<file path="config.mk">
export PLATFORM = sky130hd
export DESIGN_NAME = bcd_updown_digit
export DESIGN_NICKNAME = d
export VERILOG_FILES = /design/src/rtl/bcd_digit_pkg.sv /design/src/rtl/bcd_step_calc.sv /design/src/rtl/bcd_tc_decode.sv /design/src/rtl/bcd_ripple_gate.sv /design/src/rtl/bcd_updown_digit.sv
export SDC_FILE = /design/constraint.sdc
export NUM_CORES = 1
export LEC_CHECK = 0
export BUFFER_PORTS_ARGS = -buffer_cell sky130_fd_sc_hd__buf_2
export CORE_AREA = 2 2 39 41
export CTS_BUF_LIST = sky130_fd_sc_hd__clkbuf_4 sky130_fd_sc_hd__clkbuf_8 sky130_fd_sc_hd__clkbuf_16
export DETAILED_ROUTE_END_ITERATION = 10
export DIE_AREA = 0 0 41 43
export MAX_ROUTING_LAYER = met4
export SETUP_SLACK_MARGIN = 0.3
export SYNTH_ARGS = -nofsm -noshare
export SYNTH_HDL_FRONTEND = slang
export SYNTH_SLANG_ARGS = --single-unit
</file>
<file path="constraint.sdc">
create_clock -name clk -period 2.3 [get_ports clk]
set_input_delay 0.46 -clock clk [delete_from_list [all_inputs] [get_ports clk]]
set_output_delay 0.46 -clock clk [all_outputs]
set_load 0.1 [all_outputs]
</file>
<file path="src/rtl/bcd_digit_pkg.sv">
package bcd_digit_pkg;

    typedef enum logic [1:0] {
        OP_HOLD = 2'd0,
        OP_LOAD = 2'd1,
        OP_UP   = 2'd2,
        OP_DOWN = 2'd3
    } digit_op_e;

    // Load outranks counting; counting needs the enable low.
    function automatic digit_op_e pick_op(input logic load_n,
                                          input logic cnt_en_n,
                                          input logic dir_down);
        digit_op_e op;
        if (!load_n)        op = OP_LOAD;
        else if (cnt_en_n)  op = OP_HOLD;
        else if (dir_down)  op = OP_DOWN;
        else                op = OP_UP;
        return op;
    endfunction

endpackage

</file>
<file path="src/rtl/bcd_step_calc.sv">
module bcd_step_calc
    import bcd_digit_pkg::*;
#(
    parameter int unsigned WIDTH = 4,
    parameter int unsigned RADIX = 10
) (
    input  digit_op_e          op,
    input  logic [WIDTH-1:0]   cur,
    input  logic [WIDTH-1:0]   load_val,
    output logic [WIDTH-1:0]   nxt
);
    localparam logic [WIDTH-1:0] TOP_V = WIDTH'(RADIX - 1);

    logic [WIDTH-1:0] inc_v;
    logic [WIDTH-1:0] dec_v;

    generate
        if (RADIX == (1 << WIDTH)) begin : g_full_range
            // Every code is legal; the natural wrap is the decimal wrap.
            assign inc_v = cur + 1'b1;
            assign dec_v = cur - 1'b1;
        end else begin : g_part_range
            logic             legal;
            logic [WIDTH-1:0] dec_raw;
            assign legal   = (cur <= TOP_V);
            assign dec_raw = cur - 1'b1;
            always_comb begin
                if (legal && (cur != TOP_V)) inc_v = cur + 1'b1;
                else                         inc_v = '0;
            end
            always_comb begin
                if (cur == '0)            dec_v = TOP_V;
                else if (dec_raw > TOP_V) dec_v = TOP_V;
                else                      dec_v = dec_raw;
            end
        end
    endgenerate

    always_comb begin
        unique case (op)
            OP_LOAD: nxt = load_val;
            OP_UP:   nxt = inc_v;
            OP_DOWN: nxt = dec_v;
            default: nxt = cur;
        endcase
    end

endmodule

</file>
<file path="src/rtl/bcd_tc_decode.sv">
module bcd_tc_decode #(
    parameter int unsigned WIDTH = 4,
    parameter int unsigned RADIX = 10
) (
    input  logic [WIDTH-1:0] cur,
    input  logic             dir_down,
    output logic             tc
);
    localparam logic [WIDTH-1:0] TOP_V = WIDTH'(RADIX - 1);

    logic at_top;
    logic at_zero;

    assign at_top  = (cur == TOP_V);
    assign at_zero = (cur == '0);
    assign tc      = dir_down ? at_zero : at_top;

endmodule

</file>
<file path="src/rtl/bcd_ripple_gate.sv">
module bcd_ripple_gate (
    input  logic clk,
    input  logic tc,
    input  logic cnt_en_n,
    output logic ripple_n
);
    // Passes the clock low phase only at the carry/borrow point.
    assign ripple_n = ~(tc & ~cnt_en_n & ~clk);

endmodule

</file>
<file path="src/rtl/bcd_updown_digit.sv">
module bcd_updown_digit
    import bcd_digit_pkg::*;
#(
    parameter int unsigned WIDTH = 4,
    parameter int unsigned RADIX = 10
) (
    input  logic             clk,
    input  logic             rst_n,
    input  logic             load_n,
    input  logic [WIDTH-1:0] data_in,
    input  logic             cnt_en_n,
    input  logic             dir_down,
    output logic [WIDTH-1:0] digit_q,
    output logic             term_cnt,
    output logic             ripple_n
);
    typedef struct packed {
        logic [WIDTH-1:0] digit;
    } digit_state_t;

    digit_state_t     state_d;
    digit_state_t     state_q;
    digit_op_e        op_sel;
    logic [WIDTH-1:0] step_nxt;
    logic             tc_w;

    assign op_sel = pick_op(load_n, cnt_en_n, dir_down);

    bcd_step_calc #(.WIDTH(WIDTH), .RADIX(RADIX)) u_step (
        .op       (op_sel),
        .cur      (state_q.digit),
        .load_val (data_in),
        .nxt      (step_nxt)
    );

    bcd_tc_decode #(.WIDTH(WIDTH), .RADIX(RADIX)) u_tc (
        .cur      (state_q.digit),
        .dir_down (dir_down),
        .tc       (tc_w)
    );

    bcd_ripple_gate u_ripple (
        .clk      (clk),
        .tc       (tc_w),
        .cnt_en_n (cnt_en_n),
        .ripple_n (ripple_n)
    );

    always_comb begin
        state_d = state_q;
        if (!rst_n) state_d.digit = '0;
        else        state_d.digit = step_nxt;
    end

    always_ff @(posedge clk) begin
        state_q <= state_d;
    end

    assign digit_q  = state_q.digit;
    assign term_cnt = tc_w;

endmodule

</file>
==> After elaboration in Yosys (flattened, before gate mapping) <==
Index checks and enable logic that the tools add are counted.
{ "word_totals": {"ram_bits": 0, "latch_bits": 0, "memories": 0, "inputBits": 9, "ff_bits": 4, "elab_cells": 26, "rom_bits": 0, "out_inout_bits": 6} }
{ "classes": {"shifts": 0, "n_reduce_logical": 3, "mul": 0, "n_addsub": 2, "div": 0, "bitwise_logic": 5, "mux": 8, "n_eq_ne": 5, "magnitude_cmp": 2} }
{ "ops": {"columns": ["operator", "count"], "rows": [
  ["two-way mux 4 bit", 3],
  ["case mux 4 bit (3 select lines)", 1],
  ["adder 4 x 1 -> 4 bit (second input constant)", 1],
  ["== test 2 bit (second input constant)", 2],
  ["== test 4 bit (second input constant)", 1],
  ["greater-than comparator 4 bit (second input constant)", 1],
  ["less-or-equal comparator 4 bit (second input constant)", 1],
  ["zero test 4 bit", 1],
  ["two-way mux 2 bit", 2],
  ["inequality test 4 bit (second input constant)", 1],
  ["subtractor 4 x 1 -> 4 bit (second input constant)", 1],
  ["NOT 1 bit", 3],
  ["nonzero test 3 bit", 1],
  ["bitwise AND 1 bit", 2],
  ["== test 2 x 1 -> 1 bit (second input constant)", 1],
  ["two-way mux 1 bit", 2],
  ["logical AND 1 bit", 1]
]} }

==> Longest topological paths before layout <==
Gate-level depths: netlist of run 1.
{ "depth": {"ltp_word": 5, "mapped_depth": 7, "mapped_depth_nobuf": 6} }

==> Hierarchy <==
A second synthesis of run 1 with hierarchy kept.
{ "hier_totals": {"cells_unflattened": 62, "area_unflattened_um2": 480.5} }
{ "modules_own_cells": {"columns": ["module", "instances", "cells_per_inst", "seq_area_each_um2", "area_each_um2"], "rows": [
  ["bcd_step_calc", 1, 47, 0.0, 322.8],
  ["bcd_updown_digit", 1, 11, 80.1, 120.1],
  ["bcd_tc_decode", 1, 3, 0.0, 28.8],
  ["bcd_ripple_gate", 1, 1, 0.0, 8.8]
]} }

==> insert_results.sql, run 1 <==
INSERT INTO impl_metrics (metric_group, metric, value, unit) VALUES
('run_status', 'status', 'completed', ''),
('clocking', 'tritoncts', 'done', ''),
('logic_synthesis', 'synth.yosys.seq_area_share', '17.0', '%'),
('cells_and_area', 'final_stage_net_count', '95', ''),
('cells_and_area', 'proportion_of_layout_cells_with_a_drive_suffix_above_1', '54.3', '%'),
('logic_synthesis', 'synth.cell_area', '472', 'um^2'),
('global_routing', 'grt_start_max_net_pins', '12', ''),
('clocking', 'insertion_delay_to_the_later_sink_of_the_worst_skew_pair', '0.34', 'ns'),
('power', 'total_leakage_power', '0.314', 'nW'),
('cells_and_area', 'largest_register_ffs', '4', ''),
('cells_and_area', 'post-route-util', '53.0', '%'),
('die', 'die_area', '0.00176', 'mm^2'),
('global_routing', 'grt-ovfl-total', '0', ''),
('logic_synthesis', 'synth_warnings', '0', ''),
('cells_and_area', 'fillerInstances', '126', ''),
('cells_and_area', 'final_common_cell', 'buf_2', ''),
('power', 'ir_drop', '696', 'uV'),
('die', 'core_region_area', '0.00138', 'mm^2'),
('global_routing', 'antenna_violations_before_repair', '0', ''),
('route', 'route.detailed.vias_per_inst', '5.32', ''),
('route', 'drtIter0Drc', '11', ''),
('global_routing', 'number_of_global_route_vias_before_repair', '510', ''),
('worst_hold_path', 'holdCritStartpoint', 'data_in[0]', ''),
('logic_synthesis', 'synthesis.nets', '72', ''),
('critical_path', 'worstPathMaxFanout', '2', ''),
('power', 'pwr_density_cell', '762', 'mW/mm^2'),
('route', 'drtAntennaViolNets', '0', ''),
('global_routing', 'globalRouteTotalUtil', '17.6', '%'),
('route', 'route.detailed.drc', '0', ''),
('timing', 'setup_tns', '0', 'ns'),
('cells_and_area', 'mostFrequentLayoutCells', 'buf_2, buf_4, clkbuf_4', ''),
('logic_synthesis', 'synth_largest_area_cell', 'dfxtp_1', ''),
('critical_path', 'worst_ep_arrival_time', '1.73', 'ns'),
('timing', 'setup_viol', '0', ''),
('logic_synthesis', 'post_synth.cell_area_avg', '7.99', 'um^2'),
('route', 'wl_per_cell', '12.0', 'um'),
('timing', 'rsz0062_at_grt', 'true', ''),
('critical_path', 'timing.critical_path.from', 'clk', ''),
('placed_design', 'place_hpwl', '818', 'um'),
('worst_hold_path', 'timing.hold.worst_path_depth', '3', ''),
('placed_design', 'gpl.final_weighted_congestion', '0.685', ''),
('cells_and_area', 'num_antenna_cells', '0', ''),
('placed_design', 'place_inst', '84', ''),
('critical_path', 'timing.critical_path.to_type', 'output pin', ''),
('timing', 'finalHoldViolCount', '0', ''),
('die', 'std_cell_rows', '14', ''),
('logic_synthesis', 'synth_largest_type_area_fraction', '17.0', '%'),
('worst_hold_path', 'hold_path.class', 'input pin to flop', ''),
('placed_design', 'numPortBuffers', '14', ''),
('critical_path', 'type_of_the_worst_setup_path', 'clock port to output pin', ''),
('cells_and_area', 'stdcell_count', '97', ''),
('cells_and_area', 'area_delta_synth_final', '55.4', '%'),
('timing', 'clock_skew', '0.00477', 'ns'),
('logic_synthesis', 'synth_area_leaders', 'dfxtp_1, ha_1, nand3b_1', ''),
('route', 'detailroute.via_count', '516', ''),
('clocking', 'clk_pin_slew_worst_paths', '0.04', 'ns'),
('die', 'fp.dieW', '41', 'um'),
('run', 'max_cap_viol_count', '0', ''),
('die', 'design.portCount', '15', ''),
('critical_path', 'worst-endpoint-required', '1.84', 'ns'),
('clocking', 'cts_hold_buf', '0', ''),
('critical_path', 'reg2reg_from', 'digit_q[1]', ''),
('die', 'die_h', '43', 'um'),
('die', 'starting_density_of_the_core', '34.1', '%'),
('route', 'drt_pass1_iterations', '4', ''),
('route', 'drt_wl_total', '1160', 'um'),
('global_routing', 'grt_pass1_wl', '2060', 'um'),
('critical_path', 'reg2regPathDepth', '7', ''),
('logic_synthesis', 'synth.distinct_cells', '34', ''),
('timing', 'finalMaxSlewViolations', '0', ''),
('logic_synthesis', 'syn_inst', '59', ''),
('timing', 'max_slew_margin', '67.9', '%'),
('timing', 'actual_transition_at_the_worst_max_transition_pin', '0.486', 'ns'),
('critical_path', 'worst_setup_path_start_kind', 'clock port', ''),
('logic_synthesis', 'yosys_register_bits', '4', '');
-- cell usage after synthesis --
| master | count |
|---|---|
| a31oi_1 | 1 |
| buf_4 | 1 |
| or4b_4 | 1 |
| clkbuf_1 | 2 |
| a31o_2 | 1 |
| a221oi_1 | 1 |
| xor2_1 | 1 |
| nand3_1 | 3 |
| a21boi_0 | 1 |
| buf_2 | 1 |
| ha_1 | 4 |
| xnor2_1 | 1 |
| nor3_1 | 1 |
| o21ai_0 | 4 |
| o32ai_1 | 1 |
| o22ai_1 | 1 |
| or3b_1 | 1 |
| and4bb_2 | 1 |
| and4b_1 | 1 |
| o311ai_2 | 1 |
| nor2b_1 | 1 |
| or2b_1 | 1 |
| buf_6 | 1 |
| nor2_1 | 3 |
| o211ai_1 | 1 |
| a21oi_2 | 1 |
| nand3b_1 | 3 |
| inv_1 | 3 |
| mux2i_1 | 2 |
| nand2_1 | 4 |
| a21o_2 | 1 |
| dfxtp_1 | 4 |
| a21oi_1 | 4 |
| or2_2 | 1 |
-- worst max-delay path: stages --
cell	delay [ns]
buf_6	0.09
buf_6	0.11
nor2_4	0.16
nand2_8	0.06
buf_12	0.16
-- logic make-up after synthesis --
kind of cell             Yosys count  share of synthesized area, %
AND/OR/NAND/NOR                   21                          28.4
AO/OA/AOI/OAI                     18                          27.1
buffers and inverters              8                          9.02
adder cells (fa/ha/maj)            4                          10.6
flip-flops                         4                          17.0
XOR/XNOR                           2                          3.71
multiplexers                       2                          4.24
-- through the flow --
| stage | hold WS (ns) | cell area [um^2] | setup slack (ns) | power (mW) |
|---|---|---|---|---|
| 6_report | 0.396 | 733 | 0.114 | 0.558 |
| 5_1_grt | 0.419 | 733 | 0.0871 | 0.591 |
| 4_1_cts | 0.391 | 709 | 0.0732 | 0.521 |
| 3_5_place_dp | 0.661 | 584 | 0.101 | 0.302 |
| 3_3_place_gp | 0.668 | 584 | 0.101 | 0.301 |
| 2_1_floorplan | 0.598 | 532 | 0.00732 | 0.277 |
-- area by class of cell --
cell class	count	area (um^2)	area share, %
flip-flops and latches	4	91.3	12.5
inverters	3	16.3	2.22
multi-input cells	47	409	55.8
clock buffers	8	80.1	10.9
well taps	16	20.0	2.73
repair buffers	19	116	15.9
-- final timing paths --
check	end	slack, ns
max	ripple_n	0.11
min	digit_q[0]	0.40
max reg2reg	digit_q[2]	0.59
min reg2reg	digit_q[0]	0.66
-- where the power goes --
group	total (mW)	leakage [nW]	switching, mW	internal [mW]
combinational	0.195	0.229	0.124	0.0714
clock	0.273	0.0503	0.0904	0.183
sequential	0.0902	0.0350	0.0137	0.0766
-- per-layer routing --
metal / global-route usage (%) / wire (um) / vias to the layer above
met5: - / 0 / -
met4: 12.0 / 17 / 0
met3: 3.66 / 66 / 4
met2: 25.9 / 604 / 19
met1: 20.2 / 473 / 236
li1: - / - / 257
-- what timing repair did --
action / 4_1_cts / 5_1_grt
resized for setup: 9 / 6
endpoints found under the setup margin: 3 / 3
pin swaps: 0 / 2
setup buffers: 5 / 1
(Power assumes the default switching activity.)
==> run 2, diff against run 1 <==
--- a/config.mk
+++ b/config.mk
@@ -6,11 +6,15 @@
 export NUM_CORES = 1
 export LEC_CHECK = 0
 export BUFFER_PORTS_ARGS = -buffer_cell sky130_fd_sc_hd__buf_2
-export CORE_AREA = 2 2 39 41
+export CELL_PAD_IN_SITES_DETAIL_PLACEMENT = 2
+export CELL_PAD_IN_SITES_GLOBAL_PLACEMENT = 2
+export CORE_ASPECT_RATIO = 0.75
+export CORE_MARGIN = 2
+export CORE_UTILIZATION = 26
 export CTS_BUF_LIST = sky130_fd_sc_hd__clkbuf_4 sky130_fd_sc_hd__clkbuf_8 sky130_fd_sc_hd__clkbuf_16
 export DETAILED_ROUTE_END_ITERATION = 10
-export DIE_AREA = 0 0 41 43
 export MAX_ROUTING_LAYER = met4
+export PLACE_DENSITY_LB_ADDON = 0.1
 export SETUP_SLACK_MARGIN = 0.3
 export SYNTH_ARGS = -nofsm -noshare
 export SYNTH_HDL_FRONTEND = slang
==> run 2 against run 1 <==
Core utilization down 8.6 points. Sequential power up 0.7%. Register-to-register slack worse by 0.03 ns. Wire length up 50%. Sequential cell count unchanged. Cell count up 5.2%. Setup slack better by 0.015 ns. Highest routed layer unchanged.
==> insert_results.sql, run 2 (same netlist as run 1, synthesis figures left out) <==
INSERT INTO impl_metrics (metric_group, metric, value, unit) VALUES
('power', 'clock_network_fraction_of_design_power', '51.7', '%'),
('power', 'p_comb_share', '33.7', '%'),
('cells_and_area', 'non_filler_cell_area_final', '764', 'um^2'),
('route', 'wl_per_cell', '17.1', 'um'),
('critical_path', 'timing.critical_path.to_type', 'output pin', ''),
('power', 'total_leakage_power', '0.319', 'nW'),
('cells_and_area', 'proportion_of_layout_cells_with_a_drive_suffix_above_1', '53.8', '%'),
('clocking', 'tritoncts', 'done', ''),
('placed_design', 'gpl.final_weighted_congestion', '0.688', ''),
('power', 'switching_share', '41.6', '%'),
('placed_design', 'numPortBuffers', '14', ''),
('run', 'max_cap_viol_count', '0', ''),
('timing', 'clock_skew', '0.00621', 'ns'),
('timing', 'setup_tns', '0', 'ns'),
('power', 'pwr_density_cell', '811', 'mW/mm^2'),
('route', 'drt_wl_total', '1750', 'um'),
('power', 'ir_drop', '484', 'uV'),
('timing', 'max_slew_margin', '67.3', '%'),
('cells_and_area', 'num_antenna_cells', '0', ''),
('cells_and_area', 'largest_register_ffs', '4', ''),
('die', 'starting_density_of_the_core', '27.4', '%'),
('timing', 'setup_viol', '0', ''),
('global_routing', 'grt_pass1_wl', '2550', 'um'),
('clocking', 'insertion_delay_to_the_later_sink_of_the_worst_skew_pair', '0.36', 'ns'),
('die', 'core_region_area', '0.00172', 'mm^2'),
('die', 'fp.dieW', '53.2', 'um'),
('critical_path', 'timing.critical_path.from', 'clk', ''),
('cells_and_area', 'final_common_cell', 'buf_2', ''),
('timing', 'finalMaxSlewViolations', '0', ''),
('route', 'detailroute.via_count', '540', ''),
('die', 'die_area', '0.00217', 'mm^2'),
('timing', 'actual_transition_at_the_worst_max_transition_pin', '0.494', 'ns'),
('run_status', 'status', 'completed', ''),
('cells_and_area', 'final_stage_net_count', '94', ''),
('critical_path', 'worstPathMaxFanout', '2', ''),
('global_routing', 'globalRouteTotalUtil', '19.9', '%'),
('die', 'std_cell_rows', '13', ''),
('critical_path', 'type_of_the_worst_setup_path', 'clock port to output pin', ''),
('route', 'drtIter0Drc', '3', ''),
('global_routing', 'grt_start_max_net_pins', '12', ''),
('critical_path', 'worst-endpoint-required', '1.84', 'ns'),
('clocking', 'clk_pin_slew_worst_paths', '0.04', 'ns'),
('cells_and_area', 'area_delta_synth_final', '62.1', '%'),
('die', 'die_h', '40.9', 'um'),
('power', 'power.switching', '0.258', 'mW'),
('route', 'route.detailed.drc', '0', ''),
('critical_path', 'worst_ep_arrival_time', '1.71', 'ns'),
('placed_design', 'place_area', '592', 'um^2'),
('clocking', 'cts_hold_buf', '0', ''),
('route', 'route.detailed.vias_per_inst', '5.29', ''),
('critical_path', 'worst_setup_path_start_kind', 'clock port', ''),
('cells_and_area', 'final-seq-area', '91.3', 'um^2'),
('cells_and_area', 'multi_input_comb_area', '409', 'um^2'),
('power', 'intPower', '0.362', 'mW'),
('route', 'drtAntennaViolNets', '0', ''),
('power', 'share_seq_of_total_power', '14.6', '%'),
('worst_hold_path', 'holdCritStartpoint', 'rst_n', ''),
('route', 'drt_pass1_iterations', '2', ''),
('cells_and_area', 'fillerInstances', '200', ''),
('timing', 'finalHoldViolCount', '0', ''),
('die', 'design.portCount', '15', ''),
('worst_hold_path', 'hold_path.class', 'input pin to flop', ''),
('global_routing', 'grt-ovfl-total', '0', ''),
('cells_and_area', 'mostFrequentLayoutCells', 'buf_2, clkbuf_4, o21ai_0, buf_4', ''),
('critical_path', 'reg2reg_from', 'digit_q[0]', ''),
('global_routing', 'number_of_global_route_vias_before_repair', '557', ''),
('timing', 'rsz0062_at_grt', 'true', ''),
('global_routing', 'antenna_violations_before_repair', '0', ''),
('placed_design', 'place_hpwl', '1090', 'um');
run 2: changes by cell type in the layout (fill, tap and decap cells not counted):
cell	delta
buf_12	+2
buf_2	-1
buf_4	-2
buf_6	-3
buf_8	+2
clkbuf_4	+1
run 2: worst paths after layout:
check | cells after the start | slack, ns | to
min reg2reg | 3 | 0.67 | digit_q[1]
max reg2reg | 7 | 0.56 | digit_q[2]
max | 5 | 0.13 | ripple_n
min | 3 | 0.41 | digit_q[2]
run 2: stage by stage:
stage	std cells	worst slack (ns)	total power, mW	hold slack [ns]	utilization, %
4_1_cts	102	0.0770	0.602	0.402	43.3
3_5_place_dp	90	0.101	0.308	0.692	34.3
6_report	102	0.129	0.620	0.412	44.3
3_3_place_gp	90	0.101	0.307	0.701	34.3
2_1_floorplan	59	0.00732	0.277	0.598	-
5_1_grt	102	0.115	0.652	0.398	44.3
run 2: timing repair:
| action | in CTS | in global routing |
|---|---|---|
| pin swaps | 1 | 3 |
| resized for setup | 12 | 6 |
| endpoints found under the setup margin | 3 | 4 |
| buffers inserted | 5 | 0 |
| hold endpoints to repair | 0 | 0 |
run 2: cell type report:
type	count	area share, %
clock buffer	8	11.5
timing repair buffer	18	17.3
tap	22	3.60
sequential	4	11.9
inverter	3	2.13
multi-input combinational	47	53.5
run 2: power by group through the flow:
stage               clock (mW)  sequential (mW)  combinational, mW
global placement        0.0375           0.0963              0.173
finish                   0.321           0.0908              0.209
CTS                      0.308           0.0914              0.203
global route             0.336           0.0928              0.223
detailed placement      0.0375           0.0969              0.173
floorplan               0.0361            0.132              0.109
run 2: routing by layer:
metal | wire [um] | share of wire (%) | up-vias | global-route usage [%]
met5 | 0 | 0 | - | -
met4 | 12 | 0.69 | 0 | 12.2
li1 | - | - | 258 | -
met2 | 853 | 49 | 11 | 27.2
met1 | 802 | 46 | 269 | 20.6
met3 | 77 | 4.4 | 2 | 14.6
run 2: worst max-delay path, stage by stage:
cell     delay (ns)
buf_8          0.10
buf_8          0.11
nor2_4         0.13
nand2_8        0.06
buf_12         0.16
==> run 3, diff against run 2 <==
--- a/config.mk
+++ b/config.mk
@@ -5,12 +5,13 @@
 export SDC_FILE = /design/constraint.sdc
 export NUM_CORES = 1
 export LEC_CHECK = 0
+export ABC_AREA = 1
 export BUFFER_PORTS_ARGS = -buffer_cell sky130_fd_sc_hd__buf_2
 export CELL_PAD_IN_SITES_DETAIL_PLACEMENT = 2
 export CELL_PAD_IN_SITES_GLOBAL_PLACEMENT = 2
 export CORE_ASPECT_RATIO = 0.75
-export CORE_MARGIN = 2
-export CORE_UTILIZATION = 26
+export CORE_MARGIN = 1
+export CORE_UTILIZATION = 24
 export CTS_BUF_LIST = sky130_fd_sc_hd__clkbuf_4 sky130_fd_sc_hd__clkbuf_8 sky130_fd_sc_hd__clkbuf_16
 export DETAILED_ROUTE_END_ITERATION = 10
 export MAX_ROUTING_LAYER = met4
==> run 3 against run 2 <==
Via count is 17% higher. Critical path depth is the same. Count of clock-buffer cells in the layout stayed put. Wire length increased by 19%. Largest power group unchanged. Highest routed layer unchanged. Area after synthesis increased by 4.5%. Non-clock buffer count increased by 5. Critical endpoint unchanged. First-iteration DRC count grew to 4.0 times the previous value.
==> insert_results.sql, run 3 <==
INSERT INTO impl_metrics (metric_group, metric, value, unit) VALUES
('timing', 'setup_viol', '0', ''),
('cells_and_area', 'fillerInstances', '228', ''),
('critical_path', 'timing.critical_path.to_type', 'output pin', ''),
('cells_and_area', 'proportion_of_layout_cells_with_a_drive_suffix_above_1', '51.9', '%'),
('clocking', 'insertion_delay_to_the_later_sink_of_the_worst_skew_pair', '0.36', 'ns'),
('global_routing', 'grt_pass1_wl', '3170', 'um'),
('die', 'starting_density_of_the_core', '27.1', '%'),
('run_status', 'status', 'completed', ''),
('logic_synthesis', 'ys_async_sr_fraction', '0', '%'),
('logic_synthesis', 'synth-simple-area-share', '44.7', '%'),
('global_routing', 'grt_start_max_net_pins', '9', ''),
('die', 'die_h', '41.3', 'um'),
('route', 'drt_wl_total', '2070', 'um'),
('die', 'design.portCount', '15', ''),
('power', 'switching_share', '42.7', '%'),
('timing', 'finalWorstSetupSlack', '0.126', 'ns'),
('critical_path', 'worst_setup_path_start_kind', 'clock port', ''),
('critical_path', 'critical_path.cell_chain', 'buf_8 -> buf_8 -> nor2_4 -> nand2_8 -> buf_12', ''),
('global_routing', 'antenna_violations_before_repair', '0', ''),
('power', 'ir_drop', '321', 'uV'),
('critical_path', 'reg2reg_setup_slack', '0.84', 'ns'),
('critical_path', 'timing.critical_path.from', 'clk', ''),
('logic_synthesis', 'yosys.cell_count.top_type', 'nand2_1', ''),
('route', 'route.detailed.vias_per_inst', '4.87', ''),
('global_routing', 'grtUsageMet3', '12.6', '%'),
('global_routing', 'globalRouteTotalUtil', '23.5', '%'),
('critical_path', 'worstSetupPathDepth', '5', ''),
('logic_synthesis', 'synthesis.nets', '91', ''),
('logic_synthesis', 'synth_area_leaders', 'dfxtp_1, nand2_1, ha_1', ''),
('logic_synthesis', 'synth_largest_area_cell', 'dfxtp_1', ''),
('placed_design', 'pre_cts_ws', '0.101', 'ns'),
('route', 'wl_per_cell', '15.9', 'um'),
('route', 'detailroute.via_count', '633', ''),
('timing', 'finalHoldViolCount', '0', ''),
('power', 'pwr_density_cell', '769', 'mW/mm^2'),
('logic_synthesis', 'yosys.area_share.xor_xnor', '1.78', '%'),
('die', 'fp.dieW', '54.3', 'um'),
('cells_and_area', 'final_common_cell', 'nand2_1', ''),
('critical_path', 'worst_path_dominant_cell_family', 'buffers and inverters', ''),
('cells_and_area', 'mostFrequentLayoutCells', 'nand2_1, buf_2, nand3_1, buf_4', ''),
('critical_path', 'type_of_the_worst_setup_path', 'clock port to output pin', ''),
('power', 'clock_network_fraction_of_design_power', '49.8', '%'),
('logic_synthesis', 'postSynth.topFlopCell', 'dfxtp_1', ''),
('route', 'route.detailed.drc', '0', ''),
('route', 'drtIter0Drc', '12', ''),
('global_routing', 'met2_usage', '33.8', '%'),
('route', 'drt_pass1_iterations', '4', ''),
('placed_design', 'place_hpwl', '1320', 'um'),
('critical_path', 'worst-endpoint-required', '1.84', 'ns'),
('worst_hold_path', 'hold_path.class', 'input pin to flop', ''),
('timing', 'setup_tns', '0', 'ns'),
('die', 'core_region_area', '0.00182', 'mm^2'),
('power', 'power.switching', '0.267', 'mW'),
('placed_design', 'place_inst', '113', ''),
('logic_synthesis', 'ys_top_cells_by_count', 'nand2_1, nand3_1, inv_1', ''),
('logic_synthesis', 'synth_fa_ha_area_share', '10.2', '%'),
('logic_synthesis', 'synth.distinct_cells', '19', ''),
('placed_design', 'numPortBuffers', '14', ''),
('logic_synthesis', 'synth.cell_area', '493', 'um^2'),
('critical_path', 'worstReg2RegEnd', 'digit_q[3]', ''),
('cells_and_area', 'final_stage_net_count', '122', ''),
('placed_design', 'gpl.final_weighted_congestion', '0.734', ''),
('logic_synthesis', 'synth_largest_type_area_fraction', '16.2', '%'),
('power', 'share_seq_of_total_power', '14.4', '%'),
('logic_synthesis', 'synth.yosys.seq_area_share', '16.2', '%'),
('clocking', 'clk_pin_slew_worst_paths', '0.04', 'ns'),
('critical_path', 'cp_slowest_cell', 'buf_12', ''),
('logic_synthesis', 'synth-edff-count', '0', ''),
('critical_path', 'worst_path_largest_cell_delay', '0.16', 'ns'),
('power', 'total_leakage_power', '0.398', 'nW'),
('timing', 'finalHoldWorstSlack', '0.386', 'ns'),
('cells_and_area', 'num_antenna_cells', '0', ''),
('logic_synthesis', 'post_synth.cell_area_avg', '6.32', 'um^2'),
('run', 'max_cap_viol_count', '0', ''),
('die', 'die_area', '0.00224', 'mm^2'),
('logic_synthesis', 'syn_inst', '78', ''),
('logic_synthesis', 'compound_cell_area_share_of_the_yosys_netlist', '14.0', '%'),
('logic_synthesis', 'synth_warnings', '0', ''),
('critical_path', 'endpoint', 'ripple_n', ''),
('global_routing', 'number_of_global_route_vias_before_repair', '675', ''),
('cells_and_area', 'post-route-util', '44.7', '%'),
('global_routing', 'grt_most_used_layer', 'met2', ''),
('timing', 'clock_skew', '0.00325', 'ns'),
('critical_path', 'worst_ep_arrival_time', '1.71', 'ns'),
('logic_synthesis', 'yosys_register_bits', '4', ''),
('power', 'p_comb_share', '35.8', '%'),
('timing', 'max_slew_margin', '67.8', '%'),
('cells_and_area', 'stdcell_count', '130', ''),
('power', 'intPower', '0.359', 'mW'),
('critical_path', 'reg2reg_from', 'digit_q[0]', ''),
('die', 'std_cell_rows', '13', ''),
('critical_path', 'reg2regPathDepth', '9', ''),
('cells_and_area', 'largest_register_ffs', '4', ''),
('logic_synthesis', 'synth_mux_area_share', '0', '%'),
('cells_and_area', 'area_delta_synth_final', '65.2', '%'),
('timing', 'rsz0062_at_grt', 'true', ''),
('route', 'drtAntennaViolNets', '0', ''),
('logic_synthesis', 'combinational_family_with_the_most_area_after_synthesis', 'simple AND/OR/NAND/NOR gates', ''),
('critical_path', 'worstPathMaxFanout', '2', ''),
('critical_path', 'worst-path-buf-inv', '3', ''),
('global_routing', 'grt-ovfl-total', '0', ''),
('timing', 'actual_transition_at_the_worst_max_transition_pin', '0.486', 'ns'),
('clocking', 'tritoncts', 'done', ''),
('timing', 'finalMaxSlewViolations', '0', ''),
('global_routing', 'grt_util_met1', '25.7', '%'),
('critical_path', 'cell_mode_on_critical_path', 'buf_8', '');
==> run 3: worst min-delay path, stage by stage <==
cell     delay, ns
buf_2         0.12
o21ai_0       0.09
a21oi_2       0.04
==> run 3: repair_timing <==
item	4_1_cts	5_1_grt
setup buffers	9	1
gates cloned	0	0
hold buffers	0	0
resized for setup	11	3
pin swaps	1	1
setup endpoints to repair	3	3
==> run 3: worst min path at each step <==
| stage | end | startpoint | depth (start not counted) |
|---|---|---|---|
| global route | digit_q[2] | rst_n | 3 |
| global placement | digit_q[2] | digit_q[2] | 2 |
| floorplan | digit_q[2] | rst_n | 2 |
| detailed placement | digit_q[0] | digit_q[0] | 2 |
| finish | digit_q[1] | rst_n | 3 |
| CTS | digit_q[2] | rst_n | 3 |
==> run 3: logic make-up (layout without fill, tap and decap cells) <==
group | after synthesis | in the layout
AND/OR/NAND/NOR | 44 | 44
adder cells (fa/ha/maj) | 4 | 4
buffers and inverters | 14 | 44
flip-flops | 4 | 4
XOR/XNOR | 1 | 1
AO/OA/AOI/OAI | 11 | 11
==> run 3: layout make-up <==
| type | instances | area (um^2) | area share, % |
|---|---|---|---|
| sequential | 4 | 92.6 | 11.4 |
| clock buffer | 8 | 87.6 | 10.8 |
| tap | 22 | 27.5 | 3.38 |
| multi-input combinational | 60 | 399 | 49.0 |
| inverter | 13 | 61.3 | 7.53 |
| timing repair buffer | 23 | 146 | 18.0 |
==> run 3: power by group through the flow <==
stage                     clock network, mW  logic (mW)  registers (mW)
after floorplan                      0.0364       0.106           0.132
after global placement               0.0380       0.178          0.0949
after detailed placement             0.0380       0.181          0.0954
after CTS                             0.307       0.214          0.0903
after global routing                  0.335       0.242          0.0915
final                                 0.312       0.224          0.0904
==> run 3: metrics by stage <==
step,area (um^2),power [mW]
after floorplan,552,0.274
after global placement,638,0.311
after detailed placement,638,0.315
after CTS,802,0.612
after global routing,815,0.668
final,815,0.627
==> run 3: routing by layer <==
layer / share of wire [%] / wire (um)
met1: 47 / 974
met2: 46 / 962
met3: 4.7 / 97
met4: 1.7 / 36
met5: 0 / 0
